==> config.mk <==
export PLATFORM = sky130hd
export DESIGN_NAME = dma_win_decode
export DESIGN_NICKNAME = d
export VERILOG_FILES = /design/src/rtl/dmadec_pkg.sv /design/src/rtl/dmadec_region.sv /design/src/rtl/dmadec_slot.sv /design/src/rtl/dmadec_outreg.sv /design/src/rtl/dma_win_decode.sv
export SDC_FILE = /design/constraint.sdc
export NUM_CORES = 1
export LEC_CHECK = 0
export CAP_MARGIN = 20
export CORE_UTILIZATION = 50
export CTS_BUF_LIST = sky130_fd_sc_hd__clkbuf_8 sky130_fd_sc_hd__clkbuf_16
export DETAILED_ROUTE_END_ITERATION = 16
export DONT_BUFFER_PORTS = 1
export PLACE_DENSITY = 0.7
export SLEW_MARGIN = 15
export SYNTH_ARGS = -nofsm -noshare
export SYNTH_HDL_FRONTEND = slang
export SYNTH_HIERARCHICAL = 1
export SYNTH_SLANG_ARGS = --single-unit
==> constraint.sdc <==
create_clock -name clk -period 2.7 [get_ports clk]
set_input_delay 0.54 -clock clk [delete_from_list [all_inputs] [get_ports clk]]
set_output_delay 0.54 -clock clk [all_outputs]
set_load 0.01 [all_outputs]
==> src/rtl/dmadec_pkg.sv <==
package dmadec_pkg;

    localparam int ADDR_W         = 58;
    localparam int LOCAL_W        = 47;
    localparam int DIE_BIT        = 47;
    localparam int PRIV_BIT       = 53;
    localparam int PARITY_BIT     = 38;
    localparam int NUM_CH         = 32;
    localparam int CH_W           = $clog2(NUM_CH);
    localparam int SLOT_W         = 20;
    localparam int OFF_W          = 17;
    localparam int NUM_ENG        = 6;
    localparam int NUM_MIRROR_ENG = 4;
    localparam int CLUSTER_W      = 2;
    localparam int MIRROR_CH_A    = 0;
    localparam int MIRROR_CH_B    = 16;

    localparam logic [LOCAL_W-1:0] REGION_BASE_EVEN = 47'h10_0000_0000;
    localparam logic [LOCAL_W-1:0] PARITY_MASK      = LOCAL_W'(1) << PARITY_BIT;
    localparam logic [LOCAL_W-1:0] REGION_SPAN      = 47'h0C80_0000;
    localparam logic [LOCAL_W-1:0] GROUP_OFF_EVEN   = 47'h0200_0000;
    localparam logic [LOCAL_W-1:0] GROUP_OFF_ODD    = 47'h0400_0000;
    localparam logic [LOCAL_W-1:0] SLOT_SIZE        = LOCAL_W'(1) << SLOT_W;
    localparam logic [LOCAL_W-1:0] GROUP_SPAN       = SLOT_SIZE * LOCAL_W'(NUM_CH);

    localparam logic [SLOT_W:0] MIRROR_OFF = 21'h8_0000;
    localparam logic [SLOT_W:0] HOLE_BASE  = 21'h4_2000;
    localparam logic [SLOT_W:0] HOLE_SIZE  = 21'h0_2000;

    // engine index doubles as the one-hot bit position
    typedef enum logic [2:0] {
        ENG_OUT, ENG_IN, ENG_GEN, ENG_GENX, ENG_APP, ENG_NOTI
    } eng_e;

    function automatic logic [SLOT_W:0] win_base(input int idx);
        case (idx)
            ENG_OUT:  return 21'h0_0000;
            ENG_IN:   return 21'h2_0000;
            ENG_GEN:  return 21'h3_8000;
            ENG_GENX: return 21'h3_C000;
            ENG_APP:  return 21'h4_0000;
            default:  return 21'h4_1000;
        endcase
    endfunction

    function automatic logic [SLOT_W:0] win_size(input int idx);
        case (idx)
            ENG_OUT:  return 21'h2_0000;
            ENG_IN:   return 21'h1_8000;
            ENG_GEN:  return 21'h0_4000;
            ENG_GENX: return 21'h0_4000;
            default:  return 21'h0_1000;
        endcase
    endfunction

    typedef struct packed {
        logic              hit;
        logic              parity;
        logic [CH_W-1:0]   chan;
        logic [SLOT_W-1:0] slot;
    } region_t;

    typedef struct packed {
        logic [NUM_ENG-1:0] eng;
        logic [OFF_W-1:0]   off;
        logic               bcast;
        logic               rsvd;
    } slot_t;

    typedef struct packed {
        logic [CLUSTER_W-1:0] cluster;
        logic                 die;
        logic                 priv;
        logic [CH_W-1:0]      chan;
        logic [NUM_ENG-1:0]   eng;
        logic [OFF_W-1:0]     off;
        logic                 bcast;
        logic                 rsvd;
        logic                 miss;
    } result_t;

endpackage

==> src/rtl/dmadec_region.sv <==
module dmadec_region
    import dmadec_pkg::*;
(
    input  logic [LOCAL_W-1:0] i_local,
    output region_t            o_region
);
    logic               parity;
    logic [LOCAL_W-1:0] base;
    logic [LOCAL_W-1:0] roff;
    logic [LOCAL_W-1:0] grp_off;
    logic [LOCAL_W-1:0] rel;
    logic               in_region;
    logic               in_group;
    logic               rel_unused;

    always_comb begin
        parity    = i_local[PARITY_BIT];
        base      = parity ? (REGION_BASE_EVEN | PARITY_MASK) : REGION_BASE_EVEN;
        roff      = i_local - base;
        in_region = (i_local >= base) && (roff < REGION_SPAN);
        grp_off   = parity ? GROUP_OFF_ODD : GROUP_OFF_EVEN;
        rel       = roff - grp_off;
        in_group  = (roff >= grp_off) && (rel < GROUP_SPAN);
    end

    assign rel_unused      = ^rel[LOCAL_W-1:SLOT_W+CH_W];
    assign o_region.hit    = in_region && in_group;
    assign o_region.parity = parity;
    assign o_region.chan   = rel[SLOT_W +: CH_W];
    assign o_region.slot   = rel[SLOT_W-1:0];
endmodule

==> src/rtl/dmadec_slot.sv <==
module dmadec_slot
    import dmadec_pkg::*;
(
    input  logic [SLOT_W-1:0] i_slot,
    input  logic              i_mirror_ok,
    output slot_t             o_slot
);
    logic [SLOT_W:0]         s;
    logic [NUM_ENG-1:0]      hit_u;
    logic [NUM_MIRROR_ENG-1:0] hit_m;
    logic [OFF_W-1:0]        off_u [NUM_ENG];
    logic [OFF_W-1:0]        off_m [NUM_MIRROR_ENG];

    assign s = {1'b0, i_slot};

    for (genvar g = 0; g < NUM_ENG; g++) begin : g_unicast
        localparam logic [SLOT_W:0] B = win_base(g);
        localparam logic [SLOT_W:0] E = win_base(g) + win_size(g);
        logic [SLOT_W:0] d;
        assign d        = s - B;
        assign hit_u[g] = (s >= B) && (s < E);
        assign off_u[g] = d[OFF_W-1:0];
    end

    for (genvar g = 0; g < NUM_MIRROR_ENG; g++) begin : g_mirror
        localparam logic [SLOT_W:0] B = win_base(g) + MIRROR_OFF;
        localparam logic [SLOT_W:0] E = win_base(g) + win_size(g) + MIRROR_OFF;
        logic [SLOT_W:0] d;
        assign d        = s - B;
        assign hit_m[g] = i_mirror_ok && (s >= B) && (s < E);
        assign off_m[g] = d[OFF_W-1:0];
    end

    // windows are disjoint, so at most one term contributes
    always_comb begin
        o_slot = '0;
        for (int i = 0; i < NUM_ENG; i++) begin
            if (hit_u[i]) begin
                o_slot.eng[i] = 1'b1;
                o_slot.off    = o_slot.off | off_u[i];
            end
        end
        for (int i = 0; i < NUM_MIRROR_ENG; i++) begin
            if (hit_m[i]) begin
                o_slot.eng[i] = 1'b1;
                o_slot.off    = o_slot.off | off_m[i];
                o_slot.bcast  = 1'b1;
            end
        end
        o_slot.rsvd = (s >= HOLE_BASE) && (s < HOLE_BASE + HOLE_SIZE);
    end
endmodule

==> src/rtl/dmadec_outreg.sv <==
module dmadec_outreg
    import dmadec_pkg::*;
(
    input  logic    clk,
    input  logic    rst,
    input  logic    i_vld,
    input  result_t i_res,
    output logic    o_vld,
    output result_t o_res
);
    always_ff @(posedge clk) begin
        if (rst) begin
            o_vld <= 1'b0;
            o_res <= '0;
        end else begin
            o_vld <= i_vld;
            if (i_vld) begin
                o_res <= i_res;
            end
        end
    end
endmodule

==> src/rtl/dma_win_decode.sv <==
module dma_win_decode
    import dmadec_pkg::*;
(
    input  logic                 clk,
    input  logic                 rst,
    input  logic                 i_vld,
    input  logic [ADDR_W-1:0]    i_addr,
    output logic                 o_vld,
    output logic [CLUSTER_W-1:0] o_cluster,
    output logic                 o_die,
    output logic                 o_priv,
    output logic [CH_W-1:0]      o_chan,
    output logic [NUM_ENG-1:0]   o_eng,
    output logic [OFF_W-1:0]     o_off,
    output logic                 o_bcast,
    output logic                 o_rsvd,
    output logic                 o_miss
);
    region_t region;
    slot_t   slot;
    result_t res_d;
    result_t res_q;
    logic    mirror_ok;
    logic    win_hit;
    logic    attr_unused;

    assign attr_unused = ^{i_addr[PRIV_BIT-1:DIE_BIT+1], i_addr[ADDR_W-1:PRIV_BIT+1]};

    dmadec_region u_region (
        .i_local  (i_addr[LOCAL_W-1:0]),
        .o_region (region)
    );

    assign mirror_ok = (region.chan == CH_W'(MIRROR_CH_A)) ||
                       (region.chan == CH_W'(MIRROR_CH_B));

    dmadec_slot u_slot (
        .i_slot      (region.slot),
        .i_mirror_ok (mirror_ok),
        .o_slot      (slot)
    );

    assign win_hit = region.hit && (|slot.eng);

    always_comb begin
        res_d      = '0;
        res_d.die  = i_addr[DIE_BIT];
        res_d.priv = i_addr[PRIV_BIT];
        res_d.rsvd = region.hit && slot.rsvd;
        res_d.miss = !win_hit;
        if (win_hit) begin
            res_d.cluster = {i_addr[DIE_BIT], region.parity};
            res_d.chan    = region.chan;
            res_d.eng     = slot.eng;
            res_d.off     = slot.off;
            res_d.bcast   = slot.bcast;
        end
    end

    dmadec_outreg u_outreg (
        .clk   (clk),
        .rst   (rst),
        .i_vld (i_vld),
        .i_res (res_d),
        .o_vld (o_vld),
        .o_res (res_q)
    );

    assign o_cluster = res_q.cluster;
    assign o_die     = res_q.die;
    assign o_priv    = res_q.priv;
    assign o_chan    = res_q.chan;
    assign o_eng     = res_q.eng;
    assign o_off     = res_q.off;
    assign o_bcast   = res_q.bcast;
    assign o_rsvd    = res_q.rsvd;
    assign o_miss    = res_q.miss;

    a_r1_vld_follows: assert property (@(posedge clk) disable iff (rst)
        i_vld |=> o_vld);
    a_r1_idle_follows: assert property (@(posedge clk) disable iff (rst)
        !i_vld |=> !o_vld);
    a_r2_hold: assert property (@(posedge clk) disable iff (rst)
        !i_vld |=> ($stable(o_eng) && $stable(o_off) && $stable(o_chan) && $stable(o_miss)));
    a_r3_die_priv: assert property (@(posedge clk) disable iff (rst)
        i_vld |=> (o_die == $past(i_addr[DIE_BIT]) && o_priv == $past(i_addr[PRIV_BIT])));
    a_r7_rsvd_is_miss: assert property (@(posedge clk) disable iff (rst)
        (o_vld && o_rsvd) |-> o_miss);
    a_r9_bcast_chan: assert property (@(posedge clk) disable iff (rst)
        (o_vld && o_bcast) |-> ((o_chan == CH_W'(MIRROR_CH_A) || o_chan == CH_W'(MIRROR_CH_B))
                                && o_eng[NUM_ENG-1:NUM_MIRROR_ENG] == '0));
    a_r11_miss_zero: assert property (@(posedge clk) disable iff (rst)
        (o_vld && o_miss) |-> (o_eng == '0 && o_off == '0 && o_chan == '0 && !o_bcast));
    a_r11_hit_onehot: assert property (@(posedge clk) disable iff (rst)
        (o_vld && !o_miss) |-> ($countones(o_eng) == 1));
endmodule

-- After elaboration in Yosys (flattened, before gate mapping)
Index checks and enable logic that the tools add are counted.
- bits in registers: 36
- reductions and logical operators: 24
- equal/unequal tests: 1
- bitwise gates (word level): 9
- muxes and demuxes: 22
- add/subtract/negate cells: 11
- $lt $le $gt $ge: 26
- operators with widths (cell ; number):
    $or A17 B17 Y17 ; 9
    $ge A47 B47 Y1 ; 2
    $mux W17 ; 5
    $ge A20 B20 Y1 const B ; 4
    $lt A20 B19 Y1 const B ; 4
    $lt A20 B20 Y1 const B ; 4
    $mux W18 ; 4
    $sub A17 B1 Y17 const B ; 4
    $sub A17 B17 Y17 const B ; 4
    $ge A20 B18 Y1 const B ; 3
    $ge A20 B19 Y1 const B ; 3
    $lt A20 B18 Y1 const B ; 3
    $lt A47 B26 Y1 const B ; 1
    $lt A47 B28 Y1 const B ; 1
    $sub A47 B27 Y47 ; 1
    $sub A47 B47 Y47 ; 1
    $mux W39 ; 1
    $mux W29 ; 1
    $mux W27 ; 1
    $ge A20 B1 Y1 const B ; 1
    $logic_and A1 B1 Y1 ; 20
    $mux W19 ; 1
    $sub A17 B13 Y17 const B ; 1
    $mux W1 ; 8
    6 further kinds ; 6

-- Logic depth before layout (Yosys ltp)
- depth in word-level cells: 25
- gate-level depth with buffers: 14
- gate-level depth less buffers: 13

-- By module
Netlist, hierarchy kept.
- by module, submodules not included (module ; cells each ; area each (sq um) ; instances ; seq. area each (sq um)):
    dmadec_outreg ; 115 ; 1297.5 ; 1 ; 720.7
    dmadec_region ; 83 ; 604.3 ; 1 ; 0.0
    dmadec_slot ; 88 ; 584.3 ; 1 ; 0.0
    dma_win_decode ; 68 ; 351.6 ; 1 ; 0.0

-- Least setup slack after synthesis
OpenSTA, ideal clock, no wires.
- path kind: in2reg
- start: in i_addr[36]
- end: reg u_outreg/o_res[7] (netlist name)
- data required time: 2.636 ns
- stages on the path: 13
- path buffers: 1
- slack: -0.132 ns
- setup time: 0.064 ns
- arrival time: 2.768 ns
- path through: inv_1 > ha_1 > ha_1 > xnor2_1 > nand4b_1 > nor4_1 > nand4_1 > nor4_2 > clkbuf_1 > nand2_1 > a21oi_2 > mux2i_1 > nor2_1
- RTL lines (what ; line ; source):
    start: declaration ; dma_win_decode.sv:7 ; input logic [ADDR_W-1:0] i_addr,
    end signal: assignment ; dmadec_outreg.sv:18 ; o_res <= i_res;
    end: declaration ; dmadec_outreg.sv:9 ; output result_t o_res

==> metrics.md <==
| Metric | Value |
|---|---|
| EDFF count, synth | 0 |
| Layout cells sized above 1 | 0.1467 |
| Tcrit/Tclk final | 0.9828 |
| RSZ-0062 raised after global routing | true |
| # rows | 27 |
| Ys async rst share | 0 |
| Fillers | 526 |
| Clock root cell | clkbuf_8 |
| Count of state elements after synthesis | 36 |
| Seq. cell area | 720.7 um2 |
| H-Tree Level Count | 2 |
| Port Buffers | 0 |
| Synth Flop Type | dfxtp_1 |
| Syn nets | 429 |
| Worst-margin pin slew | 626.2 ps |
| CTS Hold Bufs | 0 |
| Family with the most delay on the worst path | simple AND/OR/NAND/NOR gates |
| Pre-CTS setup slack | -242.0 ps |
| CP arrival | 2830 ps |
| Peak VDD IR | 182.9 uV |
| First-pass GRT wire length | 10.17 mm |
| Hold Crit Class | primary input to register |
| CP dominant cell by count | ha_4 |
| Run status | complete, no violations |
| Worst path bufs/invs | 2 |
| Crit end category | register |
| Multi-input combinational cell area | 1779 um2 |
| Die width | 77.34 um |
| Clk_skew | 0 ps |
| Area grow syn2layout | 2.160% |
| Vias in the first global route | 2172 |
| Yosys top cell by area | dfxtp_1 |
| Num Clock Sinks | 36 |
| Drt drc | 0 |
| Leading post-synthesis cells by cell area | dfxtp_1 (25%), mux2i_1 (13%), buf_4 (6.9%) |
| Leakage power | 1.126 nW |
| Setup ws final | 46.53 ps |
| Antenna Cells | 0 |
| Synth Instances | 354 |
| Netlist cell types | 54 |
| Vias/cell | 5.727 |
| Placer's final routability congestion estimate | 0.8561 |
| CP max stage cell | nor4_4 |
| Final HPWL DP | 4.729 mm |
| TritonCTS Buffers | 5 |
| Initial antenna violation count | 0 |
| NumNets Final | 408 |
| CP max stage delay | 410 ps |
| Die footprint | 5981 um2 |
| Placeable Area | 5473 um2 |
| Die height | 77.34 um |
| Initial Utilization | 0.5185 |
| Worst slew margin | 0.5810 |
| PwrDens | 371.2 nW/um2 |
| Total congestion overflow | 0 |
| Worst path required time | 2880 ps |
| Cells along the critical path | clkinvlp_4 -> ha_4 -> ha_4 -> xnor2_2 -> nand4b_1 -> nor4_1 -> nand4_1 -> nor4_4 -> buf_4 -> a21bo_2 -> mux2i_1 -> nor2_1 |
| Vias | 2325 |
| Cell Area, Synth | 2838 um2 |
| Post-Route WL | 6.388 mm |
| Crit path time final | 2653 ps |
| Worst setup SP type | primary input |
| Largest net degree at the start of global routing | 37 |
| # IOs | 97 |
| Mapped Avg Cell Area | 8.016 um2 |
| Largest fanout on the critical path | 7 |
| WS Path Type | primary input to register |
| Wire length per cell | 15.73 um |
| GRT Overall Usage | 0.2076 |
| Hold Fails Final Rpt | 0 |
| Max Buffers Root-to-Sink | 2 |
| Final setup viols | 0 |
| Slew Viols, Final | 0 |
| CTS clk-pin slew, worst paths | 70 ps |
| Detailed-router iteration count before antenna repair | 4 |
| Post-synthesis sequential area ratio | 0.2540 |
| Ys Warns | 6 |
| Share of the synthesized area in the top cell type | 0.2540 |
| Max Cap Viol | 0 |
| Routed Antenna Nets | 0 |
| Maximum clock frequency | 376.9 MHz |
| Initial DRC Count | 104 |
| Clock Latency Late Sink | 280 ps |
| TritonCTS clock tree | built |
| Total power | 1.076 mW |
cell type report:
| type | count | share of cell area |
|---|---|---|
| Tap cell | 72 | 0.03107 |
| Clock inverter | 3 | 0.005611 |
| Clock buffer | 5 | 0.02374 |
| Sequential cell | 36 | 0.2486 |
| Multi-Input combinational cell | 257 | 0.6137 |
| Timing Repair Buffer | 19 | 0.05611 |
| Inverter | 14 | 0.02115 |
power by group:
| group | switching, mW | internal [mW] | total, mW |
|---|---|---|---|
| logic | 0.0895 | 0.0884 | 0.178 |
| registers | 0.00371 | 0.534 | 0.538 |
| clock network | 0.183 | 0.177 | 0.360 |
final timing paths:
path	from	end	slack [ps]	depth (start not counted)
setup / recovery	i_addr[36]	u_outreg/o_res[0]	50	12
hold / removal	rst	u_outreg/o_res[0]	320	1
setup reg to reg	u_outreg/o_res[24]	u_outreg/o_res[24]	2040	2
hold reg to reg	u_outreg/o_res[30]	u_outreg/o_res[30]	550	2
layer usage:
metal  vias to the layer above  GRT usage  share of wire
met1                      1089     0.2627           0.46
met3                         4    0.05647          0.065
met4                         0    0.06981         0.0086
met5                         -          0              0
met2                        76     0.3389           0.46
li1                       1156          -              -
layout by cell type (no fill, tap or decap), types with 4 or more instances in the layout:
| cell type | instances |
|---|---|
| mux2i_1 | 36 |
| and2_1 | 6 |
| nand2_1 | 37 |
| nor3_1 | 4 |
| buf_4 | 16 |
| inv_1 | 10 |
| nor4_1 | 10 |
| ha_4 | 4 |
| a21oi_1 | 25 |
| nand3_1 | 8 |
| nor2_1 | 48 |
| dfxtp_1 | 36 |
| ha_1 | 10 |
| nor2b_1 | 16 |
| clkbuf_8 | 5 |
synthesized netlist by cell type, drive strengths merged (2+ instances only):
cell	count
nand2	37
a31oi	2
xnor2	2
nor3	5
a21oi	27
dfxtp	36
nor3b	2
nor4	13
nand3	8
o32ai	2
mux2i	36
xor2	3
inv	14
and2	7
nand4b	2
nor2	49
nor2b	16
a311oi	3
ha	14
buf	41
o21ai	3
clkbuf	6
nand4	3
through the flow:
step / TNS (ps) / cell area [um2] / instances / utilization / hold WS [ps]
2_1_floorplan: -56.13 / 2914 / 354 / - / 531.2
5_1_grt: 0 / 2899 / 406 / 0.5297 / 305.1
3_3_place_gp: -3482 / 2738 / 394 / 0.5002 / 536.7
4_1_cts: 0 / 2823 / 402 / 0.5158 / 312.8
6_report: 0 / 2899 / 406 / 0.5297 / 317.9
3_5_place_dp: -5229 / 2738 / 394 / 0.5002 / 543.8
kinds of logic (layout without fill, tap and decap cells):
family          after synthesis  in the layout  synth area share
compound gates               52             52            0.1248
buf+inv                      61             41            0.1486
simple gates                150            150            0.2685
flops                        36             36            0.2540
fa+ha+maj                    14             14           0.06173
mux                          36             36            0.1270
xor+xnor                      5              5           0.01543
flip-flops by register name, indices dropped and copies added (netlist names):
| register | count |
|---|---|
| u_outreg/o_vld | 1 |
| u_outreg/o_res | 35 |
repair_timing:
action,CTS,global route
resized for setup,0,10
endpoints found under the setup margin,0,32
buffers inserted,0,2
hold endpoints to repair,0,0
No activity file was read; power rests on OpenSTA's default activity.
